## config.mk

```make
export PLATFORM = sky130hd
export DESIGN_NAME = irq_ctrl_top
export DESIGN_NICKNAME = d
export VERILOG_FILES = /design/src/rtl/irq_pkg.sv /design/src/rtl/irq_arb_tree.sv /design/src/rtl/irq_prio_lifo.sv /design/src/rtl/irq_ctrl_top.sv
export SDC_FILE = /design/constraint.sdc
export NUM_CORES = 1
export LEC_CHECK = 0
export BUFFER_PORTS_ARGS = -buffer_cell sky130_fd_sc_hd__buf_2
export CAP_MARGIN = 20
export CORE_MARGIN = 2
export CORE_UTILIZATION = 50
export CTS_BUF_LIST = sky130_fd_sc_hd__clkbuf_8
export DETAILED_ROUTE_END_ITERATION = 6
export GPL_ROUTABILITY_DRIVEN = 0
export PLACE_DENSITY = 0.67
export SYNTH_ARGS = -nofsm -noshare
export SYNTH_HDL_FRONTEND = slang
export SYNTH_HIERARCHICAL = 1
export SYNTH_SLANG_ARGS = --single-unit
```

## constraint.sdc

```tcl
create_clock -name clk_i -period 27.8 [get_ports clk_i]
set_input_delay 5.56 -clock clk_i [delete_from_list [all_inputs] [get_ports clk_i]]
set_output_delay 5.56 -clock clk_i [all_outputs]
set_load 0.02 [all_outputs]
```

## src/rtl/irq_pkg.sv

```systemverilog
`timescale 1ns/1ps
package irq_pkg;
  localparam int PRIO_W = 4;
  localparam int VEC_W  = 9;

  typedef struct packed {
    logic              valid;
    logic [PRIO_W-1:0] prio;
    logic [VEC_W-1:0]  vec;
  } cand_t;
endpackage

```

## src/rtl/irq_arb_tree.sv

```systemverilog
`timescale 1ns/1ps
module irq_arb_tree
  import irq_pkg::*;
#(
  parameter int N_SRC = 32
) (
  input  logic [N_SRC-1:0]             req_i,
  input  logic [N_SRC-1:0][PRIO_W-1:0] prio_i,
  output cand_t                        win_o
);
  localparam int LVL    = (N_SRC > 1) ? $clog2(N_SRC) : 1;
  localparam int LEAVES = 1 << LVL;

  // node 1 is root, leaves at LEAVES+i; left child always holds lower vectors
  cand_t node [1:2*LEAVES-1];

  for (genvar i = 0; i < LEAVES; i++) begin : g_leaf
    if (i < N_SRC) begin : g_real
      assign node[LEAVES+i] = '{valid: req_i[i], prio: prio_i[i], vec: VEC_W'(i)};
    end else begin : g_pad
      assign node[LEAVES+i] = '{valid: 1'b0, prio: '0, vec: '0};
    end
  end

  for (genvar n = 1; n < LEAVES; n++) begin : g_node
    // >= keeps the left (lower vector) on a tie
    assign node[n] = (node[2*n].valid &&
                      (!node[2*n+1].valid || node[2*n].prio >= node[2*n+1].prio))
                     ? node[2*n] : node[2*n+1];
  end

  assign win_o = node[1];
endmodule

```

## src/rtl/irq_prio_lifo.sv

```systemverilog
`timescale 1ns/1ps
module irq_prio_lifo #(
  parameter int DEPTH = 16,
  parameter int W     = 4
) (
  input  logic         clk_i,
  input  logic         rst_ni,
  input  logic         push_i,
  input  logic         pop_i,
  input  logic [W-1:0] data_i,
  output logic [W-1:0] top_o,
  output logic         ovf_o
);
  localparam int CNT_W = $clog2(DEPTH + 1);
  localparam int IDX_W = (DEPTH > 1) ? $clog2(DEPTH) : 1;

  logic [W-1:0]     mem_q [DEPTH];
  logic [CNT_W-1:0] cnt_q;
  logic             ovf_q;
  logic             full, empty;
  logic [IDX_W-1:0] top_idx, wr_idx;

  assign full    = (cnt_q == CNT_W'(DEPTH));
  assign empty   = (cnt_q == '0);
  assign top_idx = IDX_W'(cnt_q - CNT_W'(1));
  assign wr_idx  = IDX_W'(cnt_q);
  assign top_o   = empty ? '0 : mem_q[top_idx];
  assign ovf_o   = ovf_q;

  always_ff @(posedge clk_i or negedge rst_ni) begin
    if (!rst_ni) begin
      cnt_q <= '0;
      ovf_q <= 1'b0;
      for (int i = 0; i < DEPTH; i++) mem_q[i] <= '0;
    end else if (push_i) begin
      if (full) begin
        ovf_q <= 1'b1;
      end else begin
        mem_q[wr_idx] <= data_i;
        cnt_q         <= cnt_q + CNT_W'(1);
      end
    end else if (pop_i && !empty) begin
      cnt_q <= cnt_q - CNT_W'(1);
    end
  end


  cnt_bound_chk: assert property (@(posedge clk_i) disable iff (!rst_ni)
    cnt_q <= CNT_W'(DEPTH));

  full_push_drop_chk: assert property (@(posedge clk_i) disable iff (!rst_ni)
    (push_i && full) |=> (ovf_q && $stable(cnt_q)));

  ovf_sticky_chk: assert property (@(posedge clk_i) disable iff (!rst_ni)
    ovf_q |=> ovf_q);
endmodule

```

## src/rtl/irq_ctrl_top.sv

```systemverilog
`timescale 1ns/1ps
module irq_ctrl_top
  import irq_pkg::*;
#(
  parameter int N_SW       = 16,
  parameter int N_HW       = 16,
  parameter int LIFO_DEPTH = 16,
  localparam int N_SRC     = N_SW + N_HW,
  localparam int DATA_W    = (N_SW > VEC_W) ? N_SW : VEC_W,
  localparam int PRIO_BASE = 8,
  localparam int ADDR_W    = $clog2(PRIO_BASE + N_SRC)
) (
  input  logic              clk_i,
  input  logic              rst_ni,
  input  logic [N_HW-1:0]   irq_hw_i,
  input  logic              reg_we_i,
  input  logic [ADDR_W-1:0] reg_addr_i,
  input  logic [DATA_W-1:0] reg_wdata_i,
  output logic [DATA_W-1:0] reg_rdata_o,
  output logic              cpu_irq_o,
  input  logic              cpu_ack_i,
  output logic [VEC_W-1:0]  cpu_vec_o
);
  localparam logic [ADDR_W-1:0] A_CUR  = ADDR_W'(0);
  localparam logic [ADDR_W-1:0] A_EOI  = ADDR_W'(1);
  localparam logic [ADDR_W-1:0] A_SSET = ADDR_W'(2);
  localparam logic [ADDR_W-1:0] A_SCLR = ADDR_W'(3);
  localparam logic [ADDR_W-1:0] A_VEC  = ADDR_W'(4);
  localparam logic [ADDR_W-1:0] A_STAT = ADDR_W'(5);

  logic [N_SRC-1:0][PRIO_W-1:0] prio_q;
  logic [N_SW-1:0]              sw_pend_q;
  logic [PRIO_W-1:0]            cur_q;
  logic [VEC_W-1:0]             ack_vec_q;
  logic                         irq_q;
  logic [N_SRC-1:0]             req;
  cand_t                        win;
  logic                         preempt, take, eoi_wr, cur_wr;
  logic [PRIO_W-1:0]            lifo_top;
  logic                         lifo_ovf;

  assign req = {irq_hw_i, sw_pend_q};

  irq_arb_tree #(.N_SRC(N_SRC)) u_arb (
    .req_i  (req),
    .prio_i (prio_q),
    .win_o  (win)
  );

  // strict compare: priority 0 can never exceed any level
  assign preempt = win.valid && (win.prio > cur_q);
  assign take    = cpu_ack_i && preempt;
  assign eoi_wr  = reg_we_i && (reg_addr_i == A_EOI);
  assign cur_wr  = reg_we_i && (reg_addr_i == A_CUR);

  irq_prio_lifo #(.DEPTH(LIFO_DEPTH), .W(PRIO_W)) u_lifo (
    .clk_i  (clk_i),
    .rst_ni (rst_ni),
    .push_i (take),
    .pop_i  (eoi_wr && !take),
    .data_i (cur_q),
    .top_o  (lifo_top),
    .ovf_o  (lifo_ovf)
  );

  // acknowledge outranks end-of-interrupt, which outranks a direct write
  always_ff @(posedge clk_i or negedge rst_ni) begin
    if (!rst_ni) begin
      cur_q     <= '0;
      ack_vec_q <= '0;
      irq_q     <= 1'b0;
    end else begin
      irq_q <= preempt && !take;
      if (take) begin
        cur_q     <= win.prio;
        ack_vec_q <= win.vec;
      end else if (eoi_wr) begin
        cur_q <= lifo_top;
      end else if (cur_wr) begin
        cur_q <= reg_wdata_i[PRIO_W-1:0];
      end
    end
  end

  always_ff @(posedge clk_i or negedge rst_ni) begin
    if (!rst_ni) begin
      sw_pend_q <= '0;
    end else if (reg_we_i && reg_addr_i == A_SSET) begin
      sw_pend_q <= sw_pend_q | reg_wdata_i[N_SW-1:0];
    end else if (reg_we_i && reg_addr_i == A_SCLR) begin
      sw_pend_q <= sw_pend_q & ~reg_wdata_i[N_SW-1:0];
    end
  end

  always_ff @(posedge clk_i or negedge rst_ni) begin
    if (!rst_ni) begin
      prio_q <= '0;
    end else if (reg_we_i) begin
      for (int i = 0; i < N_SRC; i++) begin
        if (reg_addr_i == ADDR_W'(PRIO_BASE + i)) prio_q[i] <= reg_wdata_i[PRIO_W-1:0];
      end
    end
  end

  always_comb begin
    reg_rdata_o = '0;
    unique case (reg_addr_i)
      A_CUR:   reg_rdata_o = DATA_W'(cur_q);
      A_SSET:  reg_rdata_o = DATA_W'(sw_pend_q);
      A_VEC:   reg_rdata_o = DATA_W'(ack_vec_q);
      A_STAT:  reg_rdata_o = DATA_W'(lifo_ovf);
      default: begin
        for (int i = 0; i < N_SRC; i++) begin
          if (reg_addr_i == ADDR_W'(PRIO_BASE + i)) reg_rdata_o = DATA_W'(prio_q[i]);
        end
      end
    endcase
  end

  assign cpu_irq_o = irq_q;
  assign cpu_vec_o = ack_vec_q;

  // independent scan of the tree's choice
  logic chk_higher, chk_tie_low, chk_any;
  always_comb begin
    chk_higher  = 1'b0;
    chk_tie_low = 1'b0;
    chk_any     = 1'b0;
    for (int i = 0; i < N_SRC; i++) begin
      if (req[i]) begin
        chk_any = 1'b1;
        if (prio_q[i] > win.prio) chk_higher = 1'b1;
        if (prio_q[i] == win.prio && VEC_W'(i) < win.vec) chk_tie_low = 1'b1;
      end
    end
  end


  win_highest_chk: assert property (@(posedge clk_i) disable iff (!rst_ni)
    (win.valid == chk_any) && !chk_higher);

  win_lowest_vec_chk: assert property (@(posedge clk_i) disable iff (!rst_ni)
    !chk_tie_low);

  irq_cause_chk: assert property (@(posedge clk_i) disable iff (!rst_ni)
    irq_q |-> $past(preempt));

  ack_load_chk: assert property (@(posedge clk_i) disable iff (!rst_ni)
    take |=> (cur_q == $past(win.prio)) && (ack_vec_q == $past(win.vec)) && !irq_q);

  zero_prio_chk: assert property (@(posedge clk_i) disable iff (!rst_ni)
    preempt |-> (win.prio != '0));

  idle_ack_chk: assert property (@(posedge clk_i) disable iff (!rst_ni)
    (cpu_ack_i && !preempt) |=> $stable(ack_vec_q));
endmodule

```

======== Word-level counts from Yosys, hierarchy flattened ========
Cells that the tools add are included.
operators by class
  add/sub/neg operators ................... 2
  multipliers ............................. 0
  divide/modulo/power cells ............... 0
  $lt $le $gt $ge ......................... 35
  equality and inequality tests ........... 39
  shift operators ......................... 0
  muxes and demuxes ....................... 79
  bitwise operators ....................... 6
  reduce and logical (&&, ||, !) cells .... 145
operator list
  cell                number
  $mux 16             33
  $mux 14             31
  $ge 4x4->1          31
  $eq 6x5->1 const B  16
  $reduce_and 2->1    35
  $bwmux 64           1
  $pmux 16 s4         1
  $eq 6x4->1 const B  8
  $eq 6x6->1 const B  8
  $logic_and 1x1->1   41
  $logic_not 1->1     33
  $mux 4              8
  $logic_or 1x1->1    31
  $and 16x16->16      1
  $bmux 4 s4          1
  $demux 4 s4         1
  $not 16->16         1
  $or 16x16->16       1
  $mux 5              3
  $eq 6x2->1 const B  2
  $eq 6x3->1 const B  2
  $ge 5x5->1 const B  2
  $not 4->5           2
  $eq 6x1->1 const B  1
  11 further kinds    12
storage, ports and cells
  flip-flop bits (word level) ............. 228
  latch bits .............................. 0
  RAM bits ................................ 0
  memory bits (read-only) ................. 0
  input port bits ......................... 42
  memories kept ........................... 0

======== Longest topological paths before layout ========
  depth after elaboration ................. 34
  gate-level depth with buffers ........... 52
  depth with buffers taken out ............ 48

======== Modules after synthesis ========
Netlist, hierarchy kept.
modules (own cells, without submodules)
  module         instances  cells an instance  area each (sq um)  sequential area each (sq um)
  irq_ctrl_top   1          729                8380.5             3953.8
  irq_arb_tree   1          767                5754.3             0.0
  irq_prio_lifo  1          229                3460.8             1751.7

======== Least setup slack after synthesis ========
OpenSTA, ideal clock, no wires.
  kind .................................... in2reg
  start ................................... input irq_hw_i[1]
  end ..................................... register u_lifo/mem_q[60] in the netlist's numbering
  setup time .............................. 0.125 ns
  arrival time ............................ 14.378 ns
  path slack .............................. 13.297 ns
  stages on the path ...................... 46
  cells stage by stage .................... nand2b_1 > a311o_1 > o211ai_2 > mux2i_1 > inv_1 > ha_1 > o21ai_0 > o211a_1 > nor2_1 > nor2_1 > a21o_1 > ha_1 > nor2b_1 > o21ai_0 > a31o_4 > nor3_1 > a31o_2 > or2_2 > [10 not listed] > a21o_1 > a21o_1 > a211oi_1 > nor2_2 > buf_2 > o211ai_1 > o211ai_1 > ha_1 > nor2b_1 > o21a_1 > o21ai_0 > a21oi_1 > nand2_1 > buf_2 > inv_1 > nor2b_1 > nor3b_1 > mux2_2
RTL lines
  item                           line                 RTL
  start, declared                irq_ctrl_top.sv:15   input logic [N_HW-1:0] irq_hw_i,
  end signal, assigned by index  irq_prio_lifo.sv:39  mem_q[wr_idx] <= data_i;
  end, declared                  irq_prio_lifo.sv:17  logic [W-1:0] mem_q [DEPTH];

==> results.json <==
{
  "wl_um": 52100,
  "antenna_found_initial": 0,
  "syn_avg_cell_area_sq_um": 10.2,
  "p_int_uw": 1110,
  "drc": 0,
  "nets": 1937,
  "netlist_area_sq_um": 17600,
  "yosysSeqAreaShare_pct": 32.4,
  "grt_pass1_vias": 14200,
  "port_buffers": 67,
  "fmax_ghz": 0.0625,
  "grt_first_pass_wirelength_um": 80900,
  "worst_pin_slew_ns": 1.11,
  "critPathKind": "in -> reg",
  "holdPathStages": 1,
  "postRouteAntennaNets": 0,
  "rr_endpoint": "u_lifo/mem_q[63]",
  "io_pins": 68,
  "slew_viol_final": 0,
  "area_growth_syn_to_layout_pct": 7.60,
  "insertion_delay_ns": 0.57,
  "cts_root_buf": "clkbuf_8",
  "drt_iter0_drc": 1557,
  "hold_viol": 0,
  "required_ns": 28.25,
  "die_x_um": 192,
  "synthTopCellsByArea": "dfrtp_1 32%, mux2_2 17%, ha_1 9.5%, mux2i_1 3.6%, inv_1 2.3%",
  "n_antenna_cell": 0,
  "gr-usage-all-layers_pct": 28.4,
  "grt_max_degree": 86,
  "syn_inst": 1725,
  "synth_common_cells": "262 x mux2_2, 228 x dfrtp_1, 133 x ha_1, 110 x inv_1, 92 x nand2_1",
  "cp_max_fo": 14,
  "power.leakage_uw": 0.00871,
  "p_clk_share_pct": 15.4,
  "cts_setup_buffers": 0,
  "crit_path_start_kind": "primary input",
  "vias_per_cell": 6.55,
  "yosys.cell_types.count": 107,
  "fin_setup_tns_ns": 0,
  "async_flop_share_pct": 100,
  "timing.rr.start": "prio_q[6]",
  "critPathMaxStageDelay_ns": 0.75,
  "clock-sinks": 228,
  "drt-wirelength-per-cell_um": 23.2,
  "max-cap-violations": 0,
  "yosysMostFrequentCell": "mux2_2",
  "yosysWarnings": 6,
  "slowest_stage": "a2bb2oi_1",
  "cpMostUsedCell": "ha_1",
  "cts_buffers": 41,
  "clkTransAtPathRegs_ns": 0.06,
  "crit_buf_inv": 3,
  "maxSlewHeadroom_pct": 26.2,
  "die_h_um": 192,
  "cts_hold_buf": 0,
  "combPwrFrac_pct": 59.4,
  "synth_edf_count": 0,
  "clock_skew_ns": 0.0231,
  "start_util_pct": 50.8,
  "seqPwrFrac_pct": 25.2,
  "rrSetupSlack_ns": 15.86,
  "vias": 14700,
  "switching_share_pct": 45.6,
  "grt_overflow_total": 0,
  "whs_endpoint": "u_lifo/mem_q[6]",
  "hp-start": "u_lifo/mem_q[6]",
  "hold_class": "reg -> reg",
  "place_hpwl_um": 37400,
  "worst-path-stages": 42,
  "status": "finished, final reports clean",
  "rows": 68,
  "reg2regPathDepth": 44,
  "yosysTopAreaCell": "dfrtp_1",
  "rsz0062_at_grt": "false",
  "cp-end-kind": "register",
  "power_switching_uw": 932,
  "arrival_ns": 16.44,
  "htree_levels": 2,
  "ys_seq_elements": 228,
  "crit_family": "compound AO/OA/AOI/OAI gates",
  "cts_resized": 0,
  "max-vdd-ir-drop_mv": 0.103,
  "cts_buffer_depth": 3,
  "fp.coreArea_sq_um": 34600,
  "pre_cts_ws_ns": 11.51,
  "fin_crit_sh_pct": 57.5,
  "layout_min_cycle_time_ns": 16.00,
  "synth_top_area_share_pct": 32.4,
  "p_total_uw": 2040,
  "synthFlopType": "dfrtp_1",
  "setup_viol": 0,
  "firstDrtPassIters": 7,
  "die-area_sq_um": 36700,
  "setup_ws_ns": 11.80,
  "cts_tree": "built",
  "drive_gt1_share_pct": 25.6,
  "pwr_density_cell_nw_per_um2": 108
}
## per-layer routing
layer,routed length (um),vias up,track usage (%)
li1,-,6567,-
met1,21800,7323,37.6
met2,24500,676,46.8
met3,3780,139,4.28
met4,2110,0,11.4
met5,0,-,0
## registers in the layout (all words and copies together) (netlist names), named ones only
name	flops
prio_q	128
u_lifo/mem_q	64
cpu_vec_o	9
u_lifo/cnt_q	5
cur_q	4
cpu_irq_o	1
u_lifo/ovf_o	1
## area by class of cell
class,instances,area (sq um)
inverters,112,420
multi-input cells,1305,11000
fillers,3055,15700
clock buffers,53,729
well taps,455,569
flip-flops and latches,228,5710
repair buffers,74,407
clock inverters,19,87.6
## power groups by stage
| stage | combinational (uW) | sequential (uW) | clock [uW] |
|---|---|---|---|
| floorplan | 935 | 472 | 0 |
| global placement | 1140 | 512 | 0 |
| detailed placement | 1180 | 518 | 0 |
| CTS | 1190 | 513 | 322 |
| global route | 1330 | 525 | 335 |
| finish | 1210 | 514 | 316 |
## metrics by stage
step / cells / utilization [%] / hold WS, ns / area [sq um]
after global placement: 2173 / 52.3 / 0.479 / 18100
after global routing: 2246 / 54.7 / 0.510 / 18900
after detailed placement: 2173 / 52.3 / 0.486 / 18100
final: 2246 / 54.7 / 0.498 / 18900
after CTS: 2245 / 54.6 / 0.500 / 18900
after floorplan: 1728 / - / 0.440 / 17600
## cell families (layout without fill, tap and decap cells)
| group | count (synthesis) | in the layout | share of synthesized area (%) |
|---|---|---|---|
| AO/OA/AOI/OAI | 403 | 403 | 16.5 |
| flip-flops | 228 | 228 | 32.4 |
| other | 1 | 4 | 0.0213 |
| adder cells (fa/ha/maj) | 133 | 133 | 9.46 |
| buffers and inverters | 195 | 258 | 5.04 |
| XOR/XNOR | 6 | 6 | 0.341 |
| multiplexers | 347 | 347 | 23.4 |
| AND/OR/NAND/NOR | 412 | 412 | 12.8 |
## cell usage in the layout (no fill, tap or decap), types with 31 or more instances in the layout
master and instances:
ha_1 133, buf_2 65, o22ai_1 38, nor2b_1 37, mux2_2 262, inv_1 124, nor2_1 91, o21ai_0 56
dfrtp_1 228, nor3_1 31, clkbuf_8 54, nand2_1 92, mux2i_1 64, a21oi_1 63, nand2b_1 34
## worst max path at each step
stage                     start          endpoint
global placement    irq_hw_i[9]  u_lifo/mem_q[61]
floorplan           irq_hw_i[1]  u_lifo/mem_q[60]
detailed placement  irq_hw_i[9]  u_lifo/mem_q[63]
global route        irq_hw_i[9]  u_lifo/mem_q[62]
CTS                 irq_hw_i[9]  u_lifo/mem_q[60]
finish              irq_hw_i[9]  u_lifo/mem_q[63]
(Power assumes the default switching activity.)
